### src/rtl/fdt_pkg.sv
package fdt_pkg;

  // Write-port selector: which compare value a write stages.
  typedef enum logic {
    SEL_DELAY = 1'b0,
    SEL_CLEAR = 1'b1
  } cmp_sel_e;

  // Compare events raised in one cycle.
  typedef struct packed {
    logic set_ev;
    logic clr_ev;
  } cmp_hit_t;

  // Next trigger level from the current level and this cycle's events.
  // A set event wins over a clear event.
  function automatic logic trig_next(input logic cur, input cmp_hit_t h);
    if (h.set_ev)      return 1'b1;
    else if (h.clr_ev) return 1'b0;
    else               return cur;
  endfunction

endpackage

### src/rtl/fdt_event_sync.sv
module fdt_event_sync #(
  parameter int SYNC_STAGES = 2
) (
  input  logic clk,
  input  logic rst_n,
  input  logic evt_async,
  output logic evt_edge
);
  localparam int TOP = SYNC_STAGES - 1;

  logic [TOP:0] chain;
  logic         last_q;

  genvar gi;
  generate
    for (gi = 0; gi <= TOP; gi++) begin : g_stage
      if (gi == 0) begin : g_first
        always_ff @(posedge clk or negedge rst_n) begin
          if (!rst_n) chain[0] <= 1'b0;
          else        chain[0] <= evt_async;
        end
      end else begin : g_next
        always_ff @(posedge clk or negedge rst_n) begin
          if (!rst_n) chain[gi] <= 1'b0;
          else        chain[gi] <= chain[gi-1];
        end
      end
    end
  endgenerate

  always_ff @(posedge clk or negedge rst_n) begin
    if (!rst_n) last_q <= 1'b0;
    else        last_q <= chain[TOP];
  end

  assign evt_edge = chain[TOP] & ~last_q;

  // one restart per rising edge, even when the line stays high
  p_single_edge_r11: assert property (@(posedge clk) disable iff (!rst_n)
    evt_edge |=> !evt_edge);

endmodule

### src/rtl/fdt_counter.sv
module fdt_counter #(
  parameter int CNT_W = 16
) (
  input  logic             clk,
  input  logic             rst_n,
  input  logic             restart,
  output logic [CNT_W-1:0] count,
  output logic             fresh,
  output logic             running
);
  localparam logic [CNT_W-1:0] CNT_MAX = {CNT_W{1'b1}};

  function automatic logic at_top(input logic [CNT_W-1:0] v);
    return v == CNT_MAX;
  endfunction

  function automatic logic [CNT_W-1:0] step(input logic [CNT_W-1:0] v);
    return at_top(v) ? v : v + 1'b1;
  endfunction

  logic advance;
  assign advance = running && !at_top(count);

  always_ff @(posedge clk or negedge rst_n) begin
    if (!rst_n) begin
      count   <= '0;
      running <= 1'b0;
      fresh   <= 1'b0;
    end else if (restart) begin
      count   <= '0;
      running <= 1'b1;
      fresh   <= 1'b1;
    end else if (advance) begin
      count   <= step(count);
      fresh   <= 1'b1;
    end else begin
      fresh   <= 1'b0;
    end
  end

  // a restart clears the count
  p_restart_zero_r2: assert property (@(posedge clk) disable iff (!rst_n)
    restart |=> (count == '0) && fresh);

  // one step per cycle while timing
  p_step_one_r4: assert property (@(posedge clk) disable iff (!rst_n)
    (running && !restart && count != CNT_MAX) |=> count == $past(count) + 1'b1);

  // hold at the top with no fresh value
  p_hold_top_r8: assert property (@(posedge clk) disable iff (!rst_n)
    (count == CNT_MAX && !restart) |=> (count == CNT_MAX) && !fresh);

  // idle before the first restart
  p_idle_r1: assert property (@(posedge clk) disable iff (!rst_n)
    (!running && !restart) |=> !fresh);

endmodule

### src/rtl/fdt_compare.sv
module fdt_compare
  import fdt_pkg::*;
#(
  parameter int               CNT_W   = 16,
  parameter logic [CNT_W-1:0] A_RESET = '1,
  parameter logic [CNT_W-1:0] C_RESET = '1
) (
  input  logic             clk,
  input  logic             rst_n,
  input  logic             wr_en,
  input  logic             wr_sel,
  input  logic [CNT_W-1:0] wr_data,
  input  logic             restart,
  input  logic [CNT_W-1:0] count,
  input  logic             fresh,
  output cmp_hit_t         hit,
  output logic             trig
);
  logic [CNT_W-1:0] stage_a, stage_c;
  logic [CNT_W-1:0] live_a, live_c;

  // Staging registers on the write port
  always_ff @(posedge clk or negedge rst_n) begin
    if (!rst_n) begin
      stage_a <= A_RESET;
      stage_c <= C_RESET;
    end else if (wr_en) begin
      if (cmp_sel_e'(wr_sel) == SEL_DELAY) stage_a <= wr_data;
      else                                 stage_c <= wr_data;
    end
  end

  // Active values move over only at a restart
  always_ff @(posedge clk or negedge rst_n) begin
    if (!rst_n) begin
      live_a <= A_RESET;
      live_c <= C_RESET;
    end else if (restart) begin
      live_a <= stage_a;
      live_c <= stage_c;
    end
  end

  assign hit.set_ev = fresh && (count == live_a);
  assign hit.clr_ev = fresh && (count == live_c);

  always_ff @(posedge clk or negedge rst_n) begin
    if (!rst_n) trig <= 1'b0;
    else        trig <= trig_next(trig, hit);
  end

  // delay match raises the trigger
  p_set_on_a_r5: assert property (@(posedge clk) disable iff (!rst_n)
    hit.set_ev |=> trig);

  // clear match alone lowers the trigger
  p_clr_on_c_r6: assert property (@(posedge clk) disable iff (!rst_n)
    (hit.clr_ev && !hit.set_ev) |=> !trig);

  // simultaneous match sets
  p_set_wins_r9: assert property (@(posedge clk) disable iff (!rst_n)
    (hit.set_ev && hit.clr_ev) |=> trig);

  // active values change only on a restart
  p_live_hold_r10: assert property (@(posedge clk) disable iff (!rst_n)
    !restart |=> $stable(live_a) && $stable(live_c));

  // no trigger change without a match
  p_trig_quiet_r12: assert property (@(posedge clk) disable iff (!rst_n)
    (!hit.set_ev && !hit.clr_ev) |=> $stable(trig));

endmodule

### src/rtl/fdt_trigger_timer.sv
module fdt_trigger_timer
  import fdt_pkg::*;
#(
  parameter int               CNT_W       = 16,
  parameter int               SYNC_STAGES = 2,
  parameter logic [CNT_W-1:0] A_RESET     = '1,
  parameter logic [CNT_W-1:0] C_RESET     = '1
) (
  input  logic             clk,
  input  logic             rst_n,
  input  logic             start_all,
  input  logic             evt_in,
  input  logic             wr_en,
  input  logic             wr_sel,
  input  logic [CNT_W-1:0] wr_data,
  output logic             trig_out
);
  localparam logic [CNT_W-1:0] CNT_MAX = {CNT_W{1'b1}};

  logic             evt_edge;
  logic             restart;
  logic [CNT_W-1:0] count;
  logic             fresh;
  logic             running;
  cmp_hit_t         hit;

  fdt_event_sync #(.SYNC_STAGES(SYNC_STAGES)) u_sync (
    .clk      (clk),
    .rst_n    (rst_n),
    .evt_async(evt_in),
    .evt_edge (evt_edge)
  );

  assign restart = evt_edge | start_all;

  fdt_counter #(.CNT_W(CNT_W)) u_count (
    .clk    (clk),
    .rst_n  (rst_n),
    .restart(restart),
    .count  (count),
    .fresh  (fresh),
    .running(running)
  );

  fdt_compare #(.CNT_W(CNT_W), .A_RESET(A_RESET), .C_RESET(C_RESET)) u_cmp (
    .clk    (clk),
    .rst_n  (rst_n),
    .wr_en  (wr_en),
    .wr_sel (wr_sel),
    .wr_data(wr_data),
    .restart(restart),
    .count  (count),
    .fresh  (fresh),
    .hit    (hit),
    .trig   (trig_out)
  );

  // a clear match never reloads the count
  p_no_reload_r7: assert property (@(posedge clk) disable iff (!rst_n)
    (hit.clr_ev && !restart && count != CNT_MAX) |=> count != '0);

  // no compare event while holding at the top
  p_no_event_top_r8: assert property (@(posedge clk) disable iff (!rst_n)
    (count == CNT_MAX && !restart) |=> !hit.set_ev && !hit.clr_ev);

endmodule

### config.mk
export PLATFORM = sky130hd
export DESIGN_NAME = fdt_trigger_timer
export DESIGN_NICKNAME = d
export VERILOG_FILES = /design/src/rtl/fdt_pkg.sv /design/src/rtl/fdt_event_sync.sv /design/src/rtl/fdt_counter.sv /design/src/rtl/fdt_compare.sv /design/src/rtl/fdt_trigger_timer.sv
export SDC_FILE = /design/constraint.sdc
export NUM_CORES = 1
export LEC_CHECK = 0
export ABC_CLOCK_PERIOD_IN_PS = 2330
export CAP_MARGIN = 5
export CORE_ASPECT_RATIO = 1.1
export CORE_MARGIN = 3
export CORE_UTILIZATION = 59
export CTS_CLUSTER_DIAMETER = 150
export DETAILED_ROUTE_END_ITERATION = 12
export DONT_BUFFER_PORTS = 1
export PLACE_DENSITY = 0.72
export REMOVE_ABC_BUFFERS = 1
export SLEW_MARGIN = 20
export SYNTH_ARGS = -nofsm -noshare
export SYNTH_HDL_FRONTEND = slang
export SYNTH_SLANG_ARGS = --single-unit
### constraint.sdc
create_clock -name clk -period 2.33 [get_ports clk]
set_input_delay 0 -clock clk [delete_from_list [all_inputs] [get_ports clk]]
set_output_delay 0 -clock clk [all_outputs]
set_load 0.1 [all_outputs]
=== After elaboration in Yosys (flattened, before gate mapping) ===
Cells that the tools add are included.

* Bits in registers: 86
* Bits in latches: 0
* RAM bits: 0
* Memories: 0
* Bits in read-only memories: 0
* Logic and storage cells: 36

* Equality and inequality tests: 4
* Reductions and logical operators: 9
* Bitwise gates (word level): 4
* $mul: 0
* Order comparisons: 0
* Shift-type cells: 0
* Add/sub/neg operators: 1
* Divide/modulo/power cells: 0
* Muxes and demuxes: 7

{| class="wikitable"
|+ Operators by type and width
! operator !! count
|-
| $mux 16 || 3
|-
| $eq 16x16->1 || 2
|-
| $add 16x1->16 const B || 1
|-
| $eq 16x16->1 const B || 1
|-
| $reduce_and 2->1 || 3
|-
| $mux 1 || 4
|-
| $reduce_bool 2->1 || 2
|-
| $logic_and 1x1->1 || 3
|-
| $ne 2x2->1 const B || 1
|-
| $not 1->1 || 2
|-
| $and 1x1->1 || 1
|-
| $logic_not 1->1 || 1
|-
| $or 1x1->1 || 1
|}

=== Depth between registers and ports, before layout ===
Gate-level depths: netlist (run 1).

* Depth in word-level cells: 5
* Gate-level depth with buffers: 6
* Gate-level depth less buffers: 6

=== By module ===
A second synthesis (run 1) with hierarchy kept.

* Cells, all modules: 334
* Area total of the unflattened synthesis: 4001.3 µm²

{| class="wikitable"
|+ By module, submodules not included
! module !! instances !! area an instance (µm²) !! cells each
|-
| fdt_compare || 1 || 2852.7 || 219
|-
| fdt_counter || 1 || 1053.5 || 110
|-
| fdt_event_sync || 1 || 88.8 || 4
|-
| fdt_trigger_timer || 1 || 6.3 || 1
|}

=== Least setup slack after synthesis (run 1) ===
No wires, ideal clock.

* Kind: flip-flop to flip-flop
* From: register u_count.count[1]
* To: register u_count.count[6]
* Data required time: 2252 ps
* Setup slack: 623 ps
* Cell stages (with the launch flop): 7
* Arrival: 1629 ps
* Path buffers: 0
* Cells stage by stage: dfrtp_1 -> ha_1 -> and3_1 -> nand4_2 -> nand2_2 -> or4_1 -> a21oi_1

* Word-level cells in the longest chain between the ends: 5
* Elaborated cells on any way between the ends: 10
* Those cells by class: add/sub (1); eq/ne (2); mux (3); reduce/logical (4)

{| class="wikitable"
|+ Ends and longest elaborated chain
! what !! line !! text
|-
| start: declaration || fdt_counter.sv:7 || <nowiki>output logic [CNT_W-1:0] count,</nowiki>
|-
| start signal: assignment || fdt_counter.sv:34 || <nowiki>count <= step(count);</nowiki>
|-
| branches (longest 5 deep; another with $add 16x1->16) || -- ||
|}

Parallel ways; which one is timed is not known. The select of a mux whose other input is x is not followed.
A chain may end at the register's enable or synchronous reset.

=== Worst setup path after layout (run 1) ===
* From: register u_count.count[0]
* To: register u_count.count[6]

Same word-level chain as after synthesis.

==> flow_summary.ini, run 1 <==
[power_and_ir_drop]
p_per_area_mw_per_mm2 = 751
sequentialPowerShare_pct = 59.1
switching_share_pct = 26.4
power.switching_mw = 0.859
combPwrFrac_pct = 12.7
clockPowerShare_pct = 28.2
p_leak_nw = 1.89
power.total_mw = 3.25
peakVddDrop_mv = 0.430
p_int_mw = 2.39

[worst_setup_path]
cp_slowest_stage_delay_ns = 0.48
rr_worst_depth = 6
end_kind = register
critical_path_required_ns = 2.62
startpoint_type = register
path_buf_inv = 0
r2r-end = u_count.count[6]
r2r-start = u_count.count[0]
critPathSlowestCell = dfrtp_1
r2r_slack_ns = 0.43
criticalPathCategory = reg2reg
crit_family = simple AND/OR/NAND/NOR gates
crit_cells = 6
path_max_fanout = 7
path_cells = ha_1 > and3_1 > nand4_2 > nand2_2 > or4_1 > a21oi_1
endpoint = u_count.count[6]
crit_path_start = u_count.count[0]
cp.arrival_ns = 2.19

[placed_design]
gp_congestion = 0.831
hpwl_um = 4620
io_buffers = 0

[floorplan]
start_util_pct = 62.1
io_pins = 23
die_y_um = 91.4
row_count = 30
core_area_mm2 = 0.00631
fp.dieW_um = 83.7
die-area_mm2 = 0.00765

[clocking]
htree_levels = 3
insertion_delay_ns = 0.36
cts_tree = built
ctsLongestPathBuffers = 2
cts_buffers = 9
cts_num_sinks = 86
clk_pin_slew_ns = 0.09
cts_setup_buffers = 0
cts-root-buf = clkbuf_8

[sta]
setup_viol = 0
maxSlewHeadroom_pct = 48.1
hold_viol = 0
fmax_mhz = 525
final.setup.tns_ns = 0
tightest_slew_ns = 0.776
fin_crit_sh_pct = 81.7
skew_ns = 0.00962
period_needed_ns = 1.90
rsz0062_at_grt = false
finalMaxSlewViolations = 0

[outcome]
status = completed

[yosys]
synth_cells = 359
ys_seq_area_share_pct = 57.0
syn_area_per_cell_um2 = 10.9
synth_warnings = 0
ys_ff_latch = 86
synthDistinctLibCells = 36
synth_edf_count = 0
async_flop_share_pct = 100
netlist_area_mm2 = 0.00392
synthFlopType = dfstp_2

[drt]
vias = 2504
drt.antenna.violating_nets = 0
viasPerCell = 5.48
drt_iter0_markers = 169
route.detailed.drc = 0
drt-total-wl_um = 7030
drt-pass1-iter-count = 4
wire_per_inst_um = 15.4

[grt]
grtUsageTotal_pct = 20.3
grt_pass1_vias = 2579
grt_max_degree = 87
antenna_found_initial = 0
grt_overflow = 0
grt_pass1_wl_um = 12200

[layout]
seq_area_mm2 = 0.00223
drive_above_1_share_pct = 32.4
fin_nets = 395
multi_input_area_mm2 = 0.00158
num_antenna_cells = 0
area.growth.synth_to_final_pct = 10.5
nFillCells = 491

[worst_hold_path]
min_path_type = in2reg

[job]
cap_violations = 0
[cell type report]
cell class	count	share of cell area (%)
clock buffer	10	2.95
tap	80	2.31
inverter	3	0.260
sequential	86	51.6
clock inverter	6	0.925
timing repair buffer	23	5.49
multi-input combinational	249	36.5
[stage by stage]
stage / util (%) / instances / instance area [um^2] / setup WS [ns] / hold slack [ns]
after detailed placement: 62.7 / 422 / 3950 / 0.444 / -0.292
after CTS: 68.6 / 457 / 4330 / 0.439 / 0.0130
after floorplan: - / 338 / 3820 / 0.453 / -0.296
final: 68.6 / 457 / 4330 / 0.427 / 0.0240
after global routing: 68.6 / 457 / 4330 / 0.328 / 0.0274
after global placement: 62.7 / 422 / 3950 / 0.512 / -0.292
[worst min path at each step]
stage	cells after the start	slack, ns	endpoint	startpoint
finish	4	0.02	u_cmp.live_c[13]	start_all
global route	4	0.03	u_cmp.live_a[6]	start_all
CTS	4	0.01	u_cmp.live_c[13]	start_all
detailed placement	0	-0.29	u_count.count[11]	rst_n
global placement	0	-0.29	u_count.count[11]	rst_n
floorplan	0	-0.30	u_cmp.trig	rst_n
[cells in the final DEF, fill, tap and decap left out, types with 2 or more instances in the layout]
cell / Yosys / final
a21oi_1: 4 / 3
and3_1: 4 / 4
and4_1: 5 / 5
buf_4: 0 / 4
clkbuf_8: 0 / 9
clkinv_2: 0 / 3
clkinv_4: 0 / 2
dfrtp_1: 22 / 22
dfstp_2: 64 / 64
dlygate4sd3_1: 0 / 18
inv_1: 3 / 3
mux2_2: 32 / 32
nand2_1: 102 / 102
nand3_1: 12 / 12
nand4_1: 9 / 9
nor2_1: 12 / 12
nor3_1: 4 / 4
nor4_1: 4 / 4
o21ai_0: 3 / 3
xnor2_1: 15 / 15
xor2_1: 27 / 27
[tightest hold or removal path, stage by stage]
cell and delay, ns:
a21oi_2 0.01, buf_4 0.23, nand2_1 0.11, nand2_1 0.04
[sequential cells by signal, indices dropped and copies added, names as in the netlist]
name,flops
u_cmp.live_a,16
u_cmp.live_c,16
u_cmp.stage_a,16
u_cmp.stage_c,16
u_count.count,16
u_sync.chain,2
u_cmp.trig,1
u_count.fresh,1
u_count.running,1
u_sync.last_q,1
[repair_timing]
action,4_1_cts,5_1_grt
endpoints found under the setup margin,0,0
hold buffers,19,0
resized for setup,0,0
endpoints found under the hold margin,119,0
[kinds of logic after synthesis]
| kind of cell | after synthesis | share of synthesized area [%] |
|---|---|---|
| adder cells (fa/ha/maj) | 1 | 0.320 |
| AND/OR/NAND/NOR | 163 | 19.6 |
| multiplexers | 32 | 9.20 |
| flip-flops | 86 | 57.0 |
| AO/OA/AOI/OAI | 11 | 1.69 |
| buffers and inverters | 24 | 2.75 |
| XOR/XNOR | 42 | 9.40 |
[power by group through the flow]
| stage | Clock, mW | Combinational (mW) | Sequential (mW) |
|---|---|---|---|
| finish | 0.915 | 0.413 | 1.92 |
| global route | 1.01 | 0.467 | 1.95 |
| CTS | 0.942 | 0.420 | 1.92 |
| detailed placement | 0 | 0.358 | 1.95 |
| global placement | 0 | 0.346 | 1.94 |
| floorplan | 0 | 0.278 | 1.92 |
[cell usage after synthesis, types with 3 or more instances]
cell,count,area share (%)
dfstp_2,64,43
dfrtp_1,22,14
xor2_1,27,6.0
nand4_1,9,1.4
nor2_1,12,1.2
mux2_2,32,9.2
clkbuf_1,11,1.1
nor3_1,4,0.51
nor4_1,4,0.64
and3_1,4,0.64
a21oi_1,4,0.51
buf_2,8,1.0
nand2_1,102,9.8
inv_1,3,0.29
nand3_1,12,1.5
and4_1,5,1.1
o21ai_0,3,0.38
xnor2_1,15,3.4
[layer usage]
layer  share of wire [%]  track usage, %  vias to the layer above
li1                    -               -                     1213
met1                  45            27.7                     1231
met2                  49            31.5                       50
met3                 5.0            6.35                       10
met4                 1.6            5.90                        0
met5                   0               0                        -
No activity file was read; power rests on OpenSTA's default activity.
==> run 2: changes to the inputs <==
--- a/config.mk
+++ b/config.mk
@@ -5,11 +5,12 @@
 export SDC_FILE = /design/constraint.sdc
 export NUM_CORES = 1
 export LEC_CHECK = 0
-export ABC_CLOCK_PERIOD_IN_PS = 2330
+export ABC_AREA = 1
+export ABC_CLOCK_PERIOD_IN_PS = 1700
 export CAP_MARGIN = 5
 export CORE_ASPECT_RATIO = 1.1
 export CORE_MARGIN = 3
-export CORE_UTILIZATION = 59
+export CORE_UTILIZATION = 57
 export CTS_CLUSTER_DIAMETER = 150
 export DETAILED_ROUTE_END_ITERATION = 12
 export DONT_BUFFER_PORTS = 1
==> constraint.sdc (replaced) <==
create_clock -name clk -period 1.7 [get_ports clk]
set_input_delay 0 -clock clk [delete_from_list [all_inputs] [get_ports clk]]
set_output_delay 0 -clock clk [all_outputs]
set_load 0.1 [all_outputs]
==> run 2 against run 1 <==
Compared with the run above:
- the flow now finishes with violations (hold timing)
- synthesized cell count grew 43%
- first-iteration DRC count grew 23%
- highest routed layer unchanged
- non-clock buffer count grew 16
- die area grew 12%
- maximum frequency grew 21%
- critical path type unchanged
- final area grew 11%
- critical endpoint is now u_count.count[2]
- clock skew shrank 0.0010 ns
- power grew 45%
- hold slack lost 0.70 ns
- combinational power grew 56%
- critical path depth grew 2
- area after synthesis grew 8.7%
==> flow_summary.ini, run 2 <==
[outcome]
status = finished with violations
violations = hold timing

[power_and_ir_drop]
power.total_mw = 4.72
p_per_area_mw_per_mm2 = 980
p_leak_nw = 2.24
peakVddDrop_mv = 0.677

[drt]
vias = 3306
wire_per_inst_um = 14.1
drt_iter0_markers = 208
drt-pass1-iter-count = 4
drt-total-wl_um = 8910
drt.antenna.violating_nets = 0
route.detailed.drc = 0
viasPerCell = 5.22

[yosys]
synth_top_cell_area_share_pct = 39.5
synth_cells = 512
ys_seq_area_share_pct = 52.5
synth_edf_count = 0
async_flop_share_pct = 100
synthFlopType = dfstp_2
synth.area.top_cells = dfstp_2 (40%), nand2_1 (15%), dfrtp_1 (13%)
synthMostInstantiatedCell = nand2_1
syn_area_per_cell_um2 = 8.31
ys_ff_latch = 86
netlist_area_mm2 = 0.00426
synthDistinctLibCells = 29
yosysTopAreaCell = dfstp_2
netlist_top_cells_count = nand2_1 (170), dfstp_2 (64), inv_1 (59)
synth_warnings = 0

[worst_setup_path]
criticalPathCategory = reg2reg
end_kind = register
cp.arrival_ns = 1.85
cpMostUsedCell = nor2_4
crit_family = simple AND/OR/NAND/NOR gates
path_buf_inv = 0
critical_path_required_ns = 1.98
path_max_fanout = 11
path_cells = ha_1 > nand2_4 > nor2_4 > nand2_4 > nor2_4 > nor2_4 > nand4_1 > o21ai_1
cp_slowest_stage_delay_ns = 0.39
startpoint_type = register
critPathSlowestCell = dfrtp_1

[sta]
tightest_slew_ns = 0.469
fin_crit_sh_pct = 92.2
rsz0062_at_grt = false
maxSlewHeadroom_pct = 68.6
finalMaxSlewViolations = 0
hold_slack_ns = -0.672
period_needed_ns = 1.57
setup_viol = 0
hold_viol = 86
final.setup.tns_ns = 0
skew_ns = 0.00858
fin_ws_ns = 0.132
fmax_mhz = 638

[grt]
antenna_found_initial = 0
grt_pass1_wl_um = 15400
grt_max_degree = 87
grtUsageTotal_pct = 23.0
grt_overflow = 0
grt_pass1_vias = 3261

[layout]
fin_area_mm2 = 0.00482
drive_above_1_share_pct = 24.6
fin_nets = 566
final_common_cell = nand2_1
num_antenna_cells = 0
fin_util_pct = 67.6
nFillCells = 588
area.growth.synth_to_final_pct = 13.2
layout_common_cells = nand2_1 (170), dfstp_2 (64), inv_1 (59)
final_cell_count_no_fill = 633

[worst_hold_path]
min_path_type = in2async

[floorplan]
io_pins = 23
start_util_pct = 59.7
core_area_mm2 = 0.00713
die-area_mm2 = 0.00854
row_count = 32
die_y_um = 96.6
fp.dieW_um = 88.4

[clocking]
cts_num_sinks = 86
clk_pin_slew_ns = 0.09
cts_tree = built
hold_buffers = 17
htree_levels = 3
insertion_delay_ns = 0.36
cts_buffers = 9
cts-root-buf = clkbuf_8
ctsLongestPathBuffers = 2

[placed_design]
pre_cts_ws_ns = -0.0925
dpl.cell_count = 600
gp_congestion = 0.963
hpwl_um = 6330
dpl-instance-area_mm2 = 0.00442
io_buffers = 0

[job]
cap_violations = 0
## run 2: cell count changes after synthesis, sizes merged, moves of 4 or more
cell   previous run  this run
and3              4         0
and4              5         0
inv               3        62
mux2             32         0
nand2           103       177
nand3            13        18
nor2             12        40
nor4              6         0
o21ai             3        79
xnor2            15         2
xor2             27         8
## run 2: path summary, 6_finish.rpt
kind / startpoint / to / slack, ns / depth (start not counted)
worst max register to register: u_count.count[0] / u_count.count[2] / 0.13 / 8
max in group asynchronous: rst_n / u_cmp.live_c[13] / 2.15 / 0
worst min-delay path: rst_n / u_sync.last_q / -0.67 / 0
worst min register to register: u_sync.chain[0] / u_sync.chain[1] / 0.36 / 0
min in group clk: start_all / u_count.running / 0.02 / 3
worst max-delay path: u_count.count[0] / u_count.count[2] / 0.13 / 8
## run 2: metal layers
metal | vias up | part of all wire, % | global-route usage, %
met5 | - | 0 | 0
met4 | 0 | 3.2 | 11.0
met3 | 21 | 3.8 | 4.86
met2 | 66 | 46 | 33.8
met1 | 1553 | 47 | 32.3
li1 | 1666 | - | -
## run 2: logic make-up (layout without fill, tap and decap cells)
family / Yosys count / after routing / synth area share [%]
fa+ha+maj: 1 / 1 / 0.294
flops: 86 / 86 / 52.5
buf+inv: 81 / 117 / 8.32
xor+xnor: 10 / 10 / 2.06
simple gates: 252 / 252 / 26.1
compound gates: 82 / 82 / 10.8
## run 2: power breakdown
| part | total [mW] | internal [mW] | leakage (nW) | switching, mW |
|---|---|---|---|---|
| Sequential | 2.54 | 2.42 | 0.958 | 0.120 |
| Clock | 1.53 | 0.803 | 0.109 | 0.730 |
| Combinational | 0.645 | 0.236 | 1.17 | 0.409 |
## run 2: cell type report
cell class / instances / area (um^2) / share of cell area (%)
Clock inverter: 4 / 52.6 / 1.09
Multi-Input combinational cell: 345 / 1680 / 34.9
Timing Repair Buffer: 39 / 348 / 7.22
Sequential cell: 86 / 2230 / 46.3
Clock buffer: 12 / 165 / 3.43
Inverter: 62 / 233 / 4.83
Tap cell: 85 / 106 / 2.21
## run 2: repair_timing
item / 4_1_cts / 5_1_grt
endpoints found under the hold margin: 119 / 86
resized for setup: 2 / 0
buffers inserted: 0 / 0
endpoints found under the setup margin: 15 / 0
==> run 3: changes to the inputs <==
--- a/config.mk
+++ b/config.mk
@@ -14,7 +14,7 @@
 export CTS_CLUSTER_DIAMETER = 150
 export DETAILED_ROUTE_END_ITERATION = 12
 export DONT_BUFFER_PORTS = 1
-export PLACE_DENSITY = 0.72
+export PLACE_DENSITY_LB_ADDON = 0.12
 export REMOVE_ABC_BUFFERS = 1
 export SLEW_MARGIN = 20
 export SYNTH_ARGS = -nofsm -noshare
==> run 3 against run 2 <==
Compared with the run above:
- final cell count is 0.32% lower
- non-clock buffer count is 1 lower
- largest cell class unchanged
- clock power hardly changed
- highest routed layer unchanged
- critical path depth stayed put
- hold slack worse by 0.00094 ns
- power is 0.62% lower
- sequential power hardly changed
- worst setup slack worse by 0.0085 ns
- maximum frequency is 0.54% lower
- via count is 0.82% higher
- final area is 0.26% lower
- the flow still finishes with violations (hold timing)
==> flow_summary.ini, run 3 (synthesis results as in run 2) <==
[layout]
area.growth.synth_to_final_pct = 12.9
fin_nets = 565
final_cell_count_no_fill = 631
drive_above_1_share_pct = 24.2
layout_common_cells = nand2_1 (170), dfstp_2 (64), inv_1 (59)
final_common_cell = nand2_1
fin_area_mm2 = 0.00481
num_antenna_cells = 0

[floorplan]
row_count = 32
die_y_um = 96.6
die-area_mm2 = 0.00854
core_area_mm2 = 0.00713
fp.dieW_um = 88.4
io_pins = 23
start_util_pct = 59.7

[worst_setup_path]
path_max_fanout = 11
criticalPathCategory = reg2reg
cp.arrival_ns = 1.86
r2r-start = u_count.count[0]
rr_worst_depth = 8
end_kind = register
r2r_slack_ns = 0.12
startpoint_type = register
r2r-end = u_count.count[5]
critical_path_required_ns = 1.98

[clocking]
cts-root-buf = clkbuf_8
cts_tree = built
insertion_delay_ns = 0.36
clk_pin_slew_ns = 0.09
ctsLongestPathBuffers = 2
htree_levels = 3
cts_num_sinks = 86
cts_buffers = 9
cts_setup_buffers = 0
hold_buffers = 18

[sta]
hold_viol = 86
rsz0062_at_grt = false
setup_viol = 0
maxSlewHeadroom_pct = 67.7
hold_slack_ns = -0.673
tightest_slew_ns = 0.482
skew_ns = 0.0155
fin_crit_sh_pct = 92.7
period_needed_ns = 1.58
finalMaxSlewViolations = 0
fmax_mhz = 634
final.setup.tns_ns = 0
fin_ws_ns = 0.124

[drt]
wl_met2_um = 4240
drt-total-wl_um = 9090
route.detailed.drc = 0
viasPerCell = 5.28
drt.antenna.violating_nets = 0
drt_iter0_markers = 197
wire_per_inst_um = 14.4
route.met3.wl_um = 432
wl_met1_um = 4180
drt-pass1-iter-count = 4
highest_layer = met4
vias = 3333

[power_and_ir_drop]
peakVddDrop_mv = 1.12
p_leak_nw = 2.23
p_per_area_mw_per_mm2 = 976

[placed_design]
io_buffers = 0
gp_congestion = 0.901
dpl.cell_count = 598
dpl-instance-area_mm2 = 0.00440
hpwl_um = 6230
pre_cts_ws_ns = -0.130

[grt]
grtUsageTotal_pct = 23.0
grt_max_degree = 87
grt_pass1_wl_um = 15400
antenna_found_initial = 0
grt_pass1_vias = 3248
grt_overflow = 0

[job]
cap_violations = 0

[outcome]
status = finished with violations
violations = hold timing

[worst_hold_path]
min_path_type = in2async
[run 3: per-layer routing]
layer / track usage, % / vias to the layer above
met5: 0 / -
met4: 9.65 / 0
met3: 5.96 / 22
met2: 34.7 / 80
met1: 31.3 / 1569
li1: - / 1662
[run 3: through the flow]
| stage | total power, mW | util (%) | hold WS [ns] |
|---|---|---|---|
| 2_1_floorplan | 3.01 | - | -0.296 |
| 3_3_place_gp | 3.17 | 61.8 | -0.293 |
| 3_5_place_dp | 3.19 | 61.8 | -0.293 |
| 4_1_cts | 4.72 | 67.4 | -0.690 |
| 5_1_grt | 4.91 | 67.4 | -0.698 |
| 6_report | 4.69 | 67.4 | -0.673 |
[run 3: worst max path at each step]
stage | endpoint | cells after the start | startpoint
CTS | u_count.count[5] | 8 | u_count.count[0]
finish | u_count.count[5] | 8 | u_count.count[0]
global route | u_count.count[13] | 9 | u_count.count[1]
floorplan | u_count.count[15] | 4 | u_sync.chain[1]
detailed placement | u_count.count[3] | 8 | u_count.count[0]
global placement | u_count.count[3] | 8 | u_count.count[0]
[run 3: power by group]
| part | internal (mW) | switching (mW) |
|---|---|---|
| registers | 2.42 | 0.124 |
| clock network | 0.800 | 0.699 |
| logic | 0.237 | 0.408 |
[run 3: cell type report]
type | count | area, um^2
Tap cell | 85 | 106
Multi-Input combinational cell | 345 | 1680
Timing Repair Buffer | 38 | 343
Inverter | 62 | 233
Clock buffer | 12 | 166
Fill cell | 589 | 2320
Sequential cell | 86 | 2230
Clock inverter | 3 | 41.3
[run 3: repair_timing]
item,CTS,global route
setup endpoints to repair,15,2
endpoints found under the hold margin,122,86
resized for setup,2,1
[run 3: critical path, stage by stage (launching register included)]
cell and delay, ns:
dfrtp_1 0.40, ha_2 0.22, nand2_4 0.08, nor2_4 0.05
nand2_4 0.08, nor2_4 0.05, nor2_4 0.34, nand3_1 0.18
o21ai_2 0.10
